--- src/rtl/hit_accum_pkg.sv ---
package hit_accum_pkg;

  // Width that holds the full, unclamped total of the given regions.
  function automatic int tree_width(input int regions, input int cnt_w);
    return cnt_w + ((regions > 1) ? $clog2(regions) : 1);
  endfunction

  typedef enum logic {LANE_EVEN = 1'b0, LANE_ODD = 1'b1} lane_e;

endpackage

--- src/rtl/hit_add_tree.sv ---
module hit_add_tree
  import hit_accum_pkg::*;
#(
  parameter int N = 64,
  parameter int W = 3,
  localparam int FULL_W = tree_width(N, W),
  localparam int LEVELS = (N > 1) ? $clog2(N) : 0,
  localparam int P = 1 << LEVELS
) (
  input  logic [N*W-1:0]    cnt,
  output logic [FULL_W-1:0] total
);

  for (genvar lvl = 0; lvl <= LEVELS; lvl++) begin : lv
    localparam int CNT = P >> lvl;
    logic [FULL_W-1:0] s [CNT];
    if (lvl == 0) begin : g_leaf
      for (genvar i = 0; i < CNT; i++) begin : g_in
        if (i < N) begin : g_real
          assign s[i] = FULL_W'(cnt[i*W +: W]);
        end else begin : g_pad
          assign s[i] = '0;
        end
      end
    end else begin : g_node
      for (genvar i = 0; i < CNT; i++) begin : g_add
        assign s[i] = lv[lvl-1].s[2*i] + lv[lvl-1].s[2*i+1];
      end
    end
  end

  assign total = lv[LEVELS].s[0];

endmodule

--- src/rtl/hit_lane_sum.sv ---
module hit_lane_sum
  import hit_accum_pkg::*;
#(
  parameter int N = 64,
  parameter int W = 3,
  parameter int SUM_W = 8,
  localparam int FULL_W = tree_width(N, W)
) (
  input  logic             clk,
  input  logic             rst,
  input  logic             vld_in,
  input  logic             vld_s1,
  input  logic [N*W-1:0]   cnt,
  input  logic [N-1:0]     flags,
  output logic [SUM_W-1:0] sum,
  output logic             ovf
);

  localparam logic [FULL_W-1:0] LIM = FULL_W'((64'd1 << SUM_W) - 64'd1);

  logic [FULL_W-1:0] tree_total;
  logic [FULL_W-1:0] full_q;
  logic              flag_q;

  hit_add_tree #(.N(N), .W(W)) u_tree (
    .cnt   (cnt),
    .total (tree_total)
  );

  // Stage 1: register the full total and the merged region flags.
  always_ff @(posedge clk) begin
    if (rst) begin
      full_q <= '0;
      flag_q <= 1'b0;
    end else if (vld_in) begin
      full_q <= tree_total;
      flag_q <= |flags;
    end else begin
      full_q <= '0;
      flag_q <= 1'b0;
    end
  end

  // Stage 2: clamp to the rate-chosen width.
  always_ff @(posedge clk) begin
    if (rst || !vld_s1) begin
      sum <= '0;
      ovf <= 1'b0;
    end else if (full_q > LIM) begin
      sum <= SUM_W'(LIM);
      ovf <= 1'b1;
    end else begin
      sum <= full_q[SUM_W-1:0];
      ovf <= flag_q;
    end
  end

endmodule

--- src/rtl/hit_pair_accum.sv ---
module hit_pair_accum
  import hit_accum_pkg::*;
#(
  parameter int N = 64,
  parameter int W = 3,
  parameter int SUM_W = 8
) (
  input  logic             clk,
  input  logic             rst,
  input  logic             in_valid,
  input  logic [N*W-1:0]   cnt_even,
  input  logic [N*W-1:0]   cnt_odd,
  input  logic [N-1:0]     flag_even,
  input  logic [N-1:0]     flag_odd,
  output logic             out_valid,
  output logic [SUM_W-1:0] sum_even,
  output logic             ovf_even,
  output logic [SUM_W-1:0] sum_odd,
  output logic             ovf_odd
);

  logic             v_s1;
  logic [N*W-1:0]   cnt_l  [2];
  logic [N-1:0]     flag_l [2];
  logic [SUM_W-1:0] sum_l  [2];
  logic             ovf_l  [2];

  assign cnt_l[LANE_EVEN]  = cnt_even;
  assign cnt_l[LANE_ODD]   = cnt_odd;
  assign flag_l[LANE_EVEN] = flag_even;
  assign flag_l[LANE_ODD]  = flag_odd;

  always_ff @(posedge clk) begin
    if (rst) begin
      v_s1      <= 1'b0;
      out_valid <= 1'b0;
    end else begin
      v_s1      <= in_valid;
      out_valid <= v_s1;
    end
  end

  for (genvar ln = 0; ln < 2; ln++) begin : g_lane
    hit_lane_sum #(.N(N), .W(W), .SUM_W(SUM_W)) u_lane (
      .clk    (clk),
      .rst    (rst),
      .vld_in (in_valid),
      .vld_s1 (v_s1),
      .cnt    (cnt_l[ln]),
      .flags  (flag_l[ln]),
      .sum    (sum_l[ln]),
      .ovf    (ovf_l[ln])
    );
  end

  assign sum_even = sum_l[LANE_EVEN];
  assign ovf_even = ovf_l[LANE_EVEN];
  assign sum_odd  = sum_l[LANE_ODD];
  assign ovf_odd  = ovf_l[LANE_ODD];

endmodule

--- config.mk ---
export PLATFORM = sky130hd
export DESIGN_NAME = hit_pair_accum
export DESIGN_NICKNAME = d
export VERILOG_FILES = /design/src/rtl/hit_accum_pkg.sv /design/src/rtl/hit_add_tree.sv /design/src/rtl/hit_lane_sum.sv /design/src/rtl/hit_pair_accum.sv
export SDC_FILE = /design/constraint.sdc
export NUM_CORES = 1
export LEC_CHECK = 0
export BUFFER_PORTS_ARGS = -buffer_cell sky130_fd_sc_hd__buf_4
export CORE_ASPECT_RATIO = 1.25
export CORE_MARGIN = 2
export CORE_UTILIZATION = 25
export DETAILED_ROUTE_END_ITERATION = 7
export HOLD_SLACK_MARGIN = 0.08
export PLACE_DENSITY = 0.55
export SYNTH_ARGS = -nofsm -noshare
export SYNTH_HDL_FRONTEND = slang
export SYNTH_SLANG_ARGS = --single-unit
--- constraint.sdc ---
create_clock -name clk -period 10.9 [get_ports clk]
set_input_delay 2.725 -clock clk [delete_from_list [all_inputs] [get_ports clk]]
set_output_delay 2.725 -clock clk [all_outputs]
set_load 0.02 [all_outputs]
---- Word level (Yosys, flattened, before mapping) ----
Cells that the tools add are included.
operators by class
  add/sub/neg operators ................... 126
  $lt $le $gt $ge ......................... 2
  mux-type cells .......................... 4
  bitwise logic cells ..................... 1
  reduce and logical (&&, ||, !) cells .... 5
operators by type and width
  operator            count
  $add 3x3->4         64
  $add 4x4->5         30
  $reduce_or 64->1    2
  $add 5x5->6         14
  $add 6x6->7         6
  $add 9x4->9         2
  $add 9x5->9         2
  $add 9x6->9         2
  $add 9x7->9         2
  $add 9x8->9         2
  $gt 9x8->1 const B  2
  $add 7x7->8         2
  $mux 8              2
  $mux 1              2
  $reduce_or 2->1     1
  $logic_not 1->1     1
  $logic_or 1x1->1    1
  $not 1->1           1
word-level totals
  register bits ........................... 40
  bits of input ports ..................... 515
  output and inout port bits .............. 19

---- Depth between registers and ports, before layout ----
Gate-level depths: netlist (run 1).
  depth in word-level cells ............... 6
  depth in mapped cells ................... 24
  depth with buffers taken out ............ 24

---- Hierarchy ----
A second synthesis (run 1) with hierarchy kept.
unflattened totals
  cells, all modules ...................... 1377
  area total of the unflattened synthesis .. 13385.3 sq um
modules (own cells, without submodules)
  module                                  instances  cells an instance  area each (sq um)  seq. area each (sq um)
  hit_add_tree (g_lane[1].u_lane.u_tree)  1          614                5999.5             0.0
  hit_add_tree (g_lane[0].u_lane.u_tree)  1          615                5997.0             0.0
  hit_lane_sum                            2          72                 668.1              380.4
  hit_pair_accum                          1          4                  52.6               40.0

---- Worst setup path after synthesis (run 1) ----
OpenSTA, ideal clock, no wires.
  path kind ............................... in2reg
  start ................................... in cnt_odd[180]
  end ..................................... reg g_lane[1].u_lane.full_q[6]
  library setup time ...................... 0.115 ns
  arrival time ............................ 8.642 ns
  required time ........................... 10.785 ns
  slack ................................... 2.143 ns
  stages .................................. 21
  buffers on the path ..................... 0
  cell sequence ........................... inv_1 fa_1 inv_1 ha_1 or2_2 fa_1 inv_1 fa_1 fa_1 fa_1 inv_1 fa_1 inv_1 fa_1 inv_1 fa_1 ha_1 fa_1 a21o_1 a211o_1 and3_1
on the way
  word-level cells in the longest chain between the ends .. 6
ends and longest elaborated chain
  element               RTL line              source
  start, declared       hit_pair_accum.sv:12  input logic [N*W-1:0] cnt_odd,
  $add 3x3->4           hit_add_tree.sv:27    assign s[i] = lv[lvl-1].s[2*i] + lv[lvl-1].s[2*i+1];
  $add 4x4->5           hit_add_tree.sv:27
  $add 5x5->6           hit_add_tree.sv:27
  $add 6x6->7           hit_add_tree.sv:27
  $add 7x7->8           hit_add_tree.sv:27
  $add 9x8->9           hit_add_tree.sv:27
  end signal, assigned  hit_lane_sum.sv:36    full_q <= tree_total;
  end, declared         hit_lane_sum.sv:22    logic [FULL_W-1:0] full_q;
Every way passes these cells.
A chain may end at the register's enable or synchronous reset.

---- Worst setup path in the final report (run 1) ----
  start ................................... in cnt_odd[170]
  end ..................................... reg g_lane[1].u_lane.full_q[6]
The elaborated chain is that of the path after synthesis.

==> flow_metrics.py, run 1 <==
metrics = {
    "logic_synthesis": {
        "synth_edf_count": 0,
        "ys_warn_count": 0,
        "postSynthAreaPerCell_um2": 9.99,
        "yosysSeqAreaShare": 0.0625,
        "syn_nets": 2256,
        "synth_top_area_cell": "fa_1",
        "synth_area_leaders": "fa_1 (61%), inv_1 (18%), ha_1 (6.4%)",
        "synth_cell_types": 37,
        "synth_top_area_frac": 0.612,
        "syn-instance-count": 1283,
        "synthArstFlopShare": 0,
        "ys_ff_latch": 40,
        "synth_common_cells": "inv_1 (599), fa_1 (392), ha_1 (66), nor2_1 (48), dfxtp_1 (40)",
        "syn_area_mm2": 0.0128,
        "synth_most_common_cell": "inv_1",
        "ys_dominant_reg_cell": "dfxtp_1",
    },
    "clock_tree": {
        "insertion_delay_ns": 0.28,
        "h-tree-depth": 2,
        "cts_sinks": 40,
        "cts_root_buf": "clkbuf_16",
        "cts_buffer_depth": 2,
        "cts_resized": 0,
        "hold_buffers": 0,
        "post_cts_buffers": 0,
        "clk_pin_slew_ns": 0.06,
        "cts_inserted_buffers": 5,
        "cts_tree": "yes",
    },
    "sta": {
        "tns_ns": 0,
        "worst_hold_slack_ns": 0.435,
        "finalSetupViolations": 0,
        "period_needed_ns": 8.83,
        "clock_skew_ns": 0.00448,
        "post-route-period-util": 0.810,
        "max_slew.worst_pin.slew_ns": 0.987,
        "hold_viol": 0,
        "slew_headroom": 0.336,
        "max_clock_freq_mhz": 113,
        "slew_viol_final": 0,
        "rsz0062_at_grt": "no",
    },
    "worst_hold_path": {
        "hold_class": "reg2reg",
        "holdPathStages": 2,
    },
    "floorplan": {
        "ios": 534,
        "rows": 92,
        "die_area_mm2": 0.0531,
        "dieWidth_um": 207,
        "initial_utilization": 0.254,
        "core_area_mm2": 0.0505,
        "die_height_um": 257,
    },
    "setup_path": {
        "regToRegStartpoint": "v_s1",
        "rr_endpoint": "g_lane[1].u_lane.sum[4]",
        "reg2reg_slack_ns": 9.88,
        "startpoint": "cnt_odd[170]",
        "reg2reg_depth": 3,
        "path_class": "in2reg",
        "endpoint_kind": "register",
        "cp.required_ns": 11.07,
        "start_kind": "primary input",
        "cp.arrival_ns": 9.00,
        "crit_fanout": 2,
        "critical_path.endpoint": "g_lane[1].u_lane.full_q[6]",
    },
    "global_route": {
        "grt_pass1_vias": 11597,
        "grt_max_degree": 20,
        "grt_pass1_wl_um": 59000,
        "grt_use_met2": 0.296,
        "gr-total-overflow": 0,
        "grt_usage": 0.146,
        "grt-busiest-layer": "met2",
        "grtUsageMet3": 0.0227,
        "antenna_found_initial": 5,
        "grt_use_met1": 0.155,
    },
    "place": {
        "io_buffers": 533,
        "place_hpwl_um": 36800,
        "gp_congestion": 0.843,
        "placed_area_mm2": 0.0176,
    },
    "final_layout": {
        "syn_to_final_growth_pct": 38.7,
        "final_area_mm2": 0.0178,
        "utilization": 0.352,
        "layout-drive-gt1-share": 0.303,
        "nets": 2788,
    },
    "route": {
        "drt_iter0_markers": 130,
        "drt_pass1_iterations": 4,
        "post_drt_wl_per_cell_um": 15.3,
        "drc": 0,
        "ant_nets": 0,
        "vias": 9558,
        "avgViaCountPerCell": 3.86,
        "totalWireLength_um": 37800,
    },
    "outcome": {
        "status": "complete, no violations",
    },
    "flow_run": {
        "max_cap_viol_count": 0,
    },
}
critical path: stages:
cell     delay, ns
buf_4         0.12
fa_1          0.54
inv_1         0.06
fa_1          0.53
inv_1         0.06
fa_1          0.54
inv_1         0.05
fa_1          0.48
fa_1          0.52
fa_1          0.52
inv_1         0.06
fa_1          0.56
fa_1          0.44
fa_1          0.44
ha_1          0.22
fa_1          0.47
a21o_1        0.21
a211o_1       0.28
and3_1        0.16
area by class of cell:
type | count | area (µm²)
Timing Repair Buffer | 534 | 4010
Sequential cell | 40 | 801
Tap cell | 658 | 823
Clock buffer | 5 | 125
Multi-Input combinational cell | 634 | 9720
Antenna cell | 3 | 7.51
Clock inverter | 3 | 46.3
Fill cell | 5190 | 32700
Inverter | 600 | 2250
layer usage:
metal,routed length [µm],part of all wire,up-vias
met4,587,0.016,4
met2,21400,0.57,336
met5,19,0.00050,-
met3,2490,0.066,32
li1,-,-,4517
met1,13300,0.35,4669
how the worst min path moves through the flow:
stage	startpoint	to	slack, ns
final	g_lane[0].u_lane.full_q[5]	g_lane[0].u_lane.sum[5]	0.43
after global routing	g_lane[1].u_lane.flag_q	g_lane[1].u_lane.ovf	0.45
after CTS	g_lane[0].u_lane.full_q[5]	g_lane[0].u_lane.sum[5]	0.44
after detailed placement	g_lane[1].u_lane.flag_q	g_lane[1].u_lane.ovf	0.43
after global placement	g_lane[1].u_lane.flag_q	g_lane[1].u_lane.ovf	0.42
after floorplan	g_lane[0].u_lane.flag_q	g_lane[0].u_lane.ovf	0.41
placed cells by master, fill, tap and decap left out, types with 5 or more instances in the layout:
cell and n:
clkbuf_16 5, or2_2 6, fa_1 392, nand4_1 8, nor2_1 48, a21o_1 5, dfxtp_1 40, nor3b_1 7
nand2_1 5, inv_1 599, nor4b_1 5, a21oi_1 5, o21ai_0 7, nor4_1 34, xnor2_1 13, ha_1 66
buf_4 534, and2_1 8
through the flow:
stage	cells	worst slack, ns
after floorplan	1283	2.14
after global placement	2466	1.79
after detailed placement	2466	1.71
after CTS	2474	2.03
after global routing	2477	1.85
final	2477	2.08
cells by family (layout without fill, tap and decap cells):
group                    after synthesis  after routing  synth area share
multiplexers                           1              1          0.000781
flip-flops                            40             40            0.0625
adder cells (fa/ha/maj)              458            458             0.677
other                                  0              3                 0
AO/OA/AOI/OAI                         24             24            0.0118
AND/OR/NAND/NOR                      138            138            0.0603
buffers and inverters                609           1142             0.179
XOR/XNOR                              13             13           0.00888
flip-flops by register name, indices dropped and copies added, names as in the netlist:
name                  flops
g_lane.u_lane.full_q     18
g_lane.u_lane.flag_q      2
out_valid                 1
v_s1                      1
g_lane.u_lane.ovf         2
g_lane.u_lane.sum        16
Power of run 1 is left out: the tool's default activity adds up to more than one toggle a clock period on the data nets, which glitch-free logic cannot reach.
==> run 2: changes to the inputs <==
clock period = 8.3 ns   (was 10.9 ns; I/O delays follow)
==> run 2 against run 1 <==
  * Via count up 0.26%
  * Critical endpoint unchanged
  * Critical path type unchanged
  * Largest cell class unchanged
  * Highest routed layer unchanged
  * Final area up 0.17%
  * Wire length down 0.35%
==> flow_metrics.py, run 2 (synthesis results as in run 1) <==
metrics = {
    "global_route": {
        "grt_pass1_wl_um": 58400,
        "grt_pass1_vias": 11400,
        "gr-total-overflow": 0,
        "grt_usage": 0.145,
        "antenna_found_initial": 5,
        "grt_max_degree": 20,
    },
    "place": {
        "gp_congestion": 0.846,
        "io_buffers": 533,
        "place_hpwl_um": 36600,
        "post-place-ws_ns": -0.172,
    },
    "route": {
        "vias": 9583,
        "drc": 0,
        "post_drt_wl_per_cell_um": 15.2,
        "drt_pass1_iterations": 4,
        "avgViaCountPerCell": 3.86,
        "drt_iter0_markers": 156,
        "ant_nets": 0,
        "totalWireLength_um": 37700,
    },
    "setup_path": {
        "cp_top_family": "adder cells",
        "max_stage_delay_ns": 0.55,
        "critical_path.endpoint": "g_lane[1].u_lane.full_q[6]",
        "critPathMostFrequentCell": "fa_1",
        "endpoint_kind": "register",
        "rr_endpoint": "g_lane[1].u_lane.sum[3]",
        "crit_fanout": 2,
        "cp_num_buf_inv": 5,
        "crit_slowest_cell": "fa_1",
        "cp.arrival_ns": 8.29,
        "cp.required_ns": 8.48,
        "path_depth": 19,
        "path_class": "in2reg",
        "startpoint": "cnt_odd[170]",
        "reg2reg_depth": 2,
        "start_kind": "primary input",
        "reg2reg_slack_ns": 7.04,
        "regToRegStartpoint": "v_s1",
        "crit_chain": "buf_4 > fa_1 > inv_1 > fa_1 > inv_1 > fa_1 > inv_1 > fa_1 > fa_1 > fa_1 > inv_1 > fa_1 > fa_1 > fa_1 > ha_1 > fa_1 > a21o_1 > a211o_1 > and3_1",
    },
    "sta": {
        "period_needed_ns": 8.11,
        "max_slew.worst_pin.slew_ns": 0.942,
        "clock_skew_ns": 0.00458,
        "slew_headroom": 0.366,
        "max_clock_freq_mhz": 123,
        "post-route-period-util": 0.977,
        "slew_viol_final": 0,
        "rsz0062_at_grt": "no",
        "fin_ws_ns": 0.189,
        "finalSetupViolations": 0,
        "hold_viol": 0,
    },
    "clock_tree": {
        "insertion_delay_ns": 0.28,
        "cts_sinks": 40,
        "cts_resized": 0,
        "cts_root_buf": "clkbuf_16",
        "post_cts_buffers": 0,
        "clk_pin_slew_ns": 0.06,
        "cts_inserted_buffers": 5,
        "hold_buffers": 0,
        "cts_buffer_depth": 2,
        "h-tree-depth": 2,
        "cts_tree": "yes",
    },
    "floorplan": {
        "core_area_mm2": 0.0505,
        "ios": 534,
        "die_area_mm2": 0.0531,
        "rows": 92,
        "die_height_um": 257,
        "initial_utilization": 0.254,
        "dieWidth_um": 207,
    },
    "final_layout": {
        "ff_latch_area_um2": 801,
        "largest_reg_flops": 18,
        "num-fill-cells": 5191,
        "layout-drive-gt1-share": 0.305,
        "mostFrequentLayoutCell": "inv_1",
        "nets": 2792,
        "utilization": 0.353,
        "regMostFlops": "g_lane.u_lane.full_q",
        "mostFrequentLayoutCells": "inv_1 (599), buf_4 (538), fa_1 (392)",
        "top_regs": "g_lane.u_lane.full_q: 18 flops, g_lane.u_lane.sum: 16 flops",
        "syn_to_final_growth_pct": 39.0,
        "multi_input_area_mm2": 0.00972,
    },
    "worst_hold_path": {
        "holdPathStages": 2,
        "hold_class": "reg2reg",
    },
    "flow_run": {
        "max_cap_viol_count": 0,
    },
    "outcome": {
        "status": "complete, no violations",
    },
}
-- run 2: changes by cell type in the layout (fill, tap and decap cells not counted), sizes merged --
cell / change
buf: +4
-- run 2: worst min-delay path by stage --
stage	startpoint	endpoint	slack [ns]
3_3_place_gp	g_lane[1].u_lane.flag_q	g_lane[1].u_lane.ovf	0.42
2_1_floorplan	g_lane[0].u_lane.flag_q	g_lane[0].u_lane.ovf	0.41
3_5_place_dp	g_lane[0].u_lane.full_q[1]	g_lane[0].u_lane.sum[1]	0.42
6_report	g_lane[1].u_lane.flag_q	g_lane[1].u_lane.ovf	0.43
4_1_cts	g_lane[0].u_lane.full_q[1]	g_lane[0].u_lane.sum[1]	0.44
5_1_grt	g_lane[0].u_lane.flag_q	g_lane[0].u_lane.ovf	0.46
-- run 2: final cells by class --
class                   count  area share
diodes                      3    0.000421
clock buffers               5     0.00702
clock inverters             3     0.00260
inverters                 600       0.126
multi-input cells         634       0.546
flip-flops and latches     40      0.0449
well taps                 658      0.0462
repair buffers            538       0.227
-- run 2: routing by layer --
layer | global-route usage | wire (µm) | vias to the layer above
li1 | - | - | 4525
met1 | 0.157 | 13300 | 4690
met2 | 0.291 | 21500 | 339
met3 | 0.0193 | 2470 | 25
met4 | 0.0282 | 420 | 4
met5 | 0 | 23 | -
-- run 2: stage by stage --
stage	hold slack [ns]	std cells	area, µm²	TNS (ns)
6_report	0.432	2481	17800	0
5_1_grt	0.455	2481	17800	0
4_1_cts	0.436	2478	17800	0
3_5_place_dp	0.420	2470	17600	-0.341
3_3_place_gp	0.421	2470	17600	-0.211
2_1_floorplan	0.411	1283	12800	0
-- run 2: worst reg2reg max path: cells and delay by family (launching register included) --
family,cells,cell delay (ns)
AND/OR/NAND/NOR,2,0.79
flip-flops,1,0.30
Power of run 2 is left out for the same reason.
==> run 3: changes to the inputs <==
RECOVER_POWER = 100   (was unset)
==> run 3 against run 2 <==
  * Register-to-register slack about the same
  * Wire length increased by 0.19%
  * First-iteration DRC count decreased by 19%
  * Die area unchanged
  * Sequential share of layout area about the same
  * Worst hold slack about the same
  * Non-clock buffer count unchanged
==> flow_metrics.py, run 3 (synthesis results as in run 1) <==
metrics = {
    "clock_tree": {
        "h-tree-depth": 2,
        "cts_root_buf": "clkbuf_16",
        "cts_buffer_depth": 2,
        "clk_pin_slew_ns": 0.06,
        "cts_sinks": 40,
        "hold_buffers": 0,
        "cts_inserted_buffers": 5,
        "post_cts_buffers": 0,
        "cts_tree": "yes",
        "cts_resized": 0,
        "insertion_delay_ns": 0.28,
    },
    "global_route": {
        "gr-total-overflow": 0,
        "grt_pass1_wl_um": 58400,
        "antenna_found_initial": 5,
        "grt_pass1_vias": 11400,
        "grt_max_degree": 20,
        "grt_usage": 0.145,
    },
    "setup_path": {
        "crit_slowest_cell": "fa_1",
        "crit_chain": "clkbuf_1 > fa_1 > inv_1 > fa_1 > inv_1 > fa_1 > inv_1 > fa_1 > fa_1 > fa_1 > inv_1 > fa_1 > fa_1 > fa_1 > ha_1 > fa_1 > a21o_1 > a211o_1 > and3_1",
        "max_stage_delay_ns": 0.55,
        "cp.required_ns": 8.48,
        "cp.arrival_ns": 8.27,
        "critPathMostFrequentCell": "fa_1",
        "reg2reg_slack_ns": 7.04,
        "crit_fanout": 2,
        "start_kind": "primary input",
        "endpoint_kind": "register",
        "path_class": "in2reg",
    },
    "floorplan": {
        "die_area_mm2": 0.0531,
        "rows": 92,
        "ios": 534,
        "die_height_um": 257,
        "core_area_mm2": 0.0505,
        "dieWidth_um": 207,
        "initial_utilization": 0.254,
    },
    "worst_hold_path": {
        "hold_class": "reg2reg",
    },
    "route": {
        "avgViaCountPerCell": 3.86,
        "ant_nets": 0,
        "totalWireLength_um": 37700,
        "post_drt_wl_per_cell_um": 15.2,
        "drt_pass1_iterations": 4,
        "vias": 9575,
        "drt_iter0_markers": 127,
        "drc": 0,
    },
    "place": {
        "io_buffers": 533,
        "gp_congestion": 0.846,
        "post-place-ws_ns": -0.172,
        "place_hpwl_um": 36600,
    },
    "final_layout": {
        "top_regs": "g_lane.u_lane.full_q: 18 flops, g_lane.u_lane.sum: 16 flops",
        "largest_reg_flops": 18,
        "multi_input_area_mm2": 0.00972,
        "mostFrequentLayoutCells": "inv_1 (600), buf_4 (510), fa_1 (392)",
        "nets": 2792,
        "syn_to_final_growth_pct": 38.3,
        "regMostFlops": "g_lane.u_lane.full_q",
        "mostFrequentLayoutCell": "inv_1",
        "utilization": 0.351,
        "num-fill-cells": 5215,
        "ff_latch_area_um2": 801,
        "layout-drive-gt1-share": 0.292,
    },
    "sta": {
        "post-route-period-util": 0.976,
        "finalSetupViolations": 0,
        "rsz0062_at_grt": "no",
        "slew_viol_final": 0,
        "hold_viol": 0,
        "fin_ws_ns": 0.203,
        "slew_headroom": 0.339,
        "period_needed_ns": 8.10,
        "max_slew.worst_pin.slew_ns": 0.982,
        "max_clock_freq_mhz": 124,
        "clock_skew_ns": 0.00459,
    },
    "outcome": {
        "status": "complete, no violations",
    },
    "flow_run": {
        "max_cap_viol_count": 0,
    },
}
==> run 3: cell types whose count changed in the layout (fill, tap and decap cells not counted), sizes merged <==
| cell | delta |
|---|---|
| clkbuf | +28 |
| diode | +1 |
| buf | -28 |
==> run 3: final timing paths <==
kind | start | endpoint | cells after the start
hold / removal | g_lane[1].u_lane.flag_q | g_lane[1].u_lane.ovf | 2
hold reg to reg | g_lane[1].u_lane.flag_q | g_lane[1].u_lane.ovf | 2
setup / recovery | cnt_odd[170] | g_lane[1].u_lane.full_q[6] | 19
setup reg to reg | v_s1 | g_lane[1].u_lane.sum[3] | 2
==> run 3: critical path, delay by kind of cell <==
| kind | cells | cell delay [ns] |
|---|---|---|
| fa+ha+maj | 11 | 5.22 |
| compound gates | 2 | 0.49 |
| simple gates | 1 | 0.16 |
| buf+inv | 5 | 0.33 |
==> run 3: area by class of cell <==
| cell class | instances | share of cell area |
|---|---|---|
| inverter | 600 | 0.127 |
| timing repair buffer | 538 | 0.223 |
| clock buffer | 5 | 0.00705 |
| sequential | 40 | 0.0451 |
| antenna | 4 | 0.000564 |
| clock inverter | 3 | 0.00261 |
| tap | 658 | 0.0464 |
| multi-input combinational | 634 | 0.548 |
==> run 3: metal layers <==
layer / routed length, µm / global-route usage
met1: 13500 / 0.157
met2: 21300 / 0.291
met3: 2350 / 0.0193
met4: 558 / 0.0282
met5: 19 / 0
==> run 3: metrics by stage <==
step                      TNS, ns  cell area [µm²]  hold slack (ns)  instances
after global routing            0            17700            0.455       2481
after floorplan                 0            12800            0.411       1283
after CTS                       0            17800            0.436       2478
after detailed placement   -0.341            17600            0.420       2470
after global placement     -0.211            17600            0.421       2470
final                           0            17700            0.432       2482
Power of run 3 is left out for the same reason.
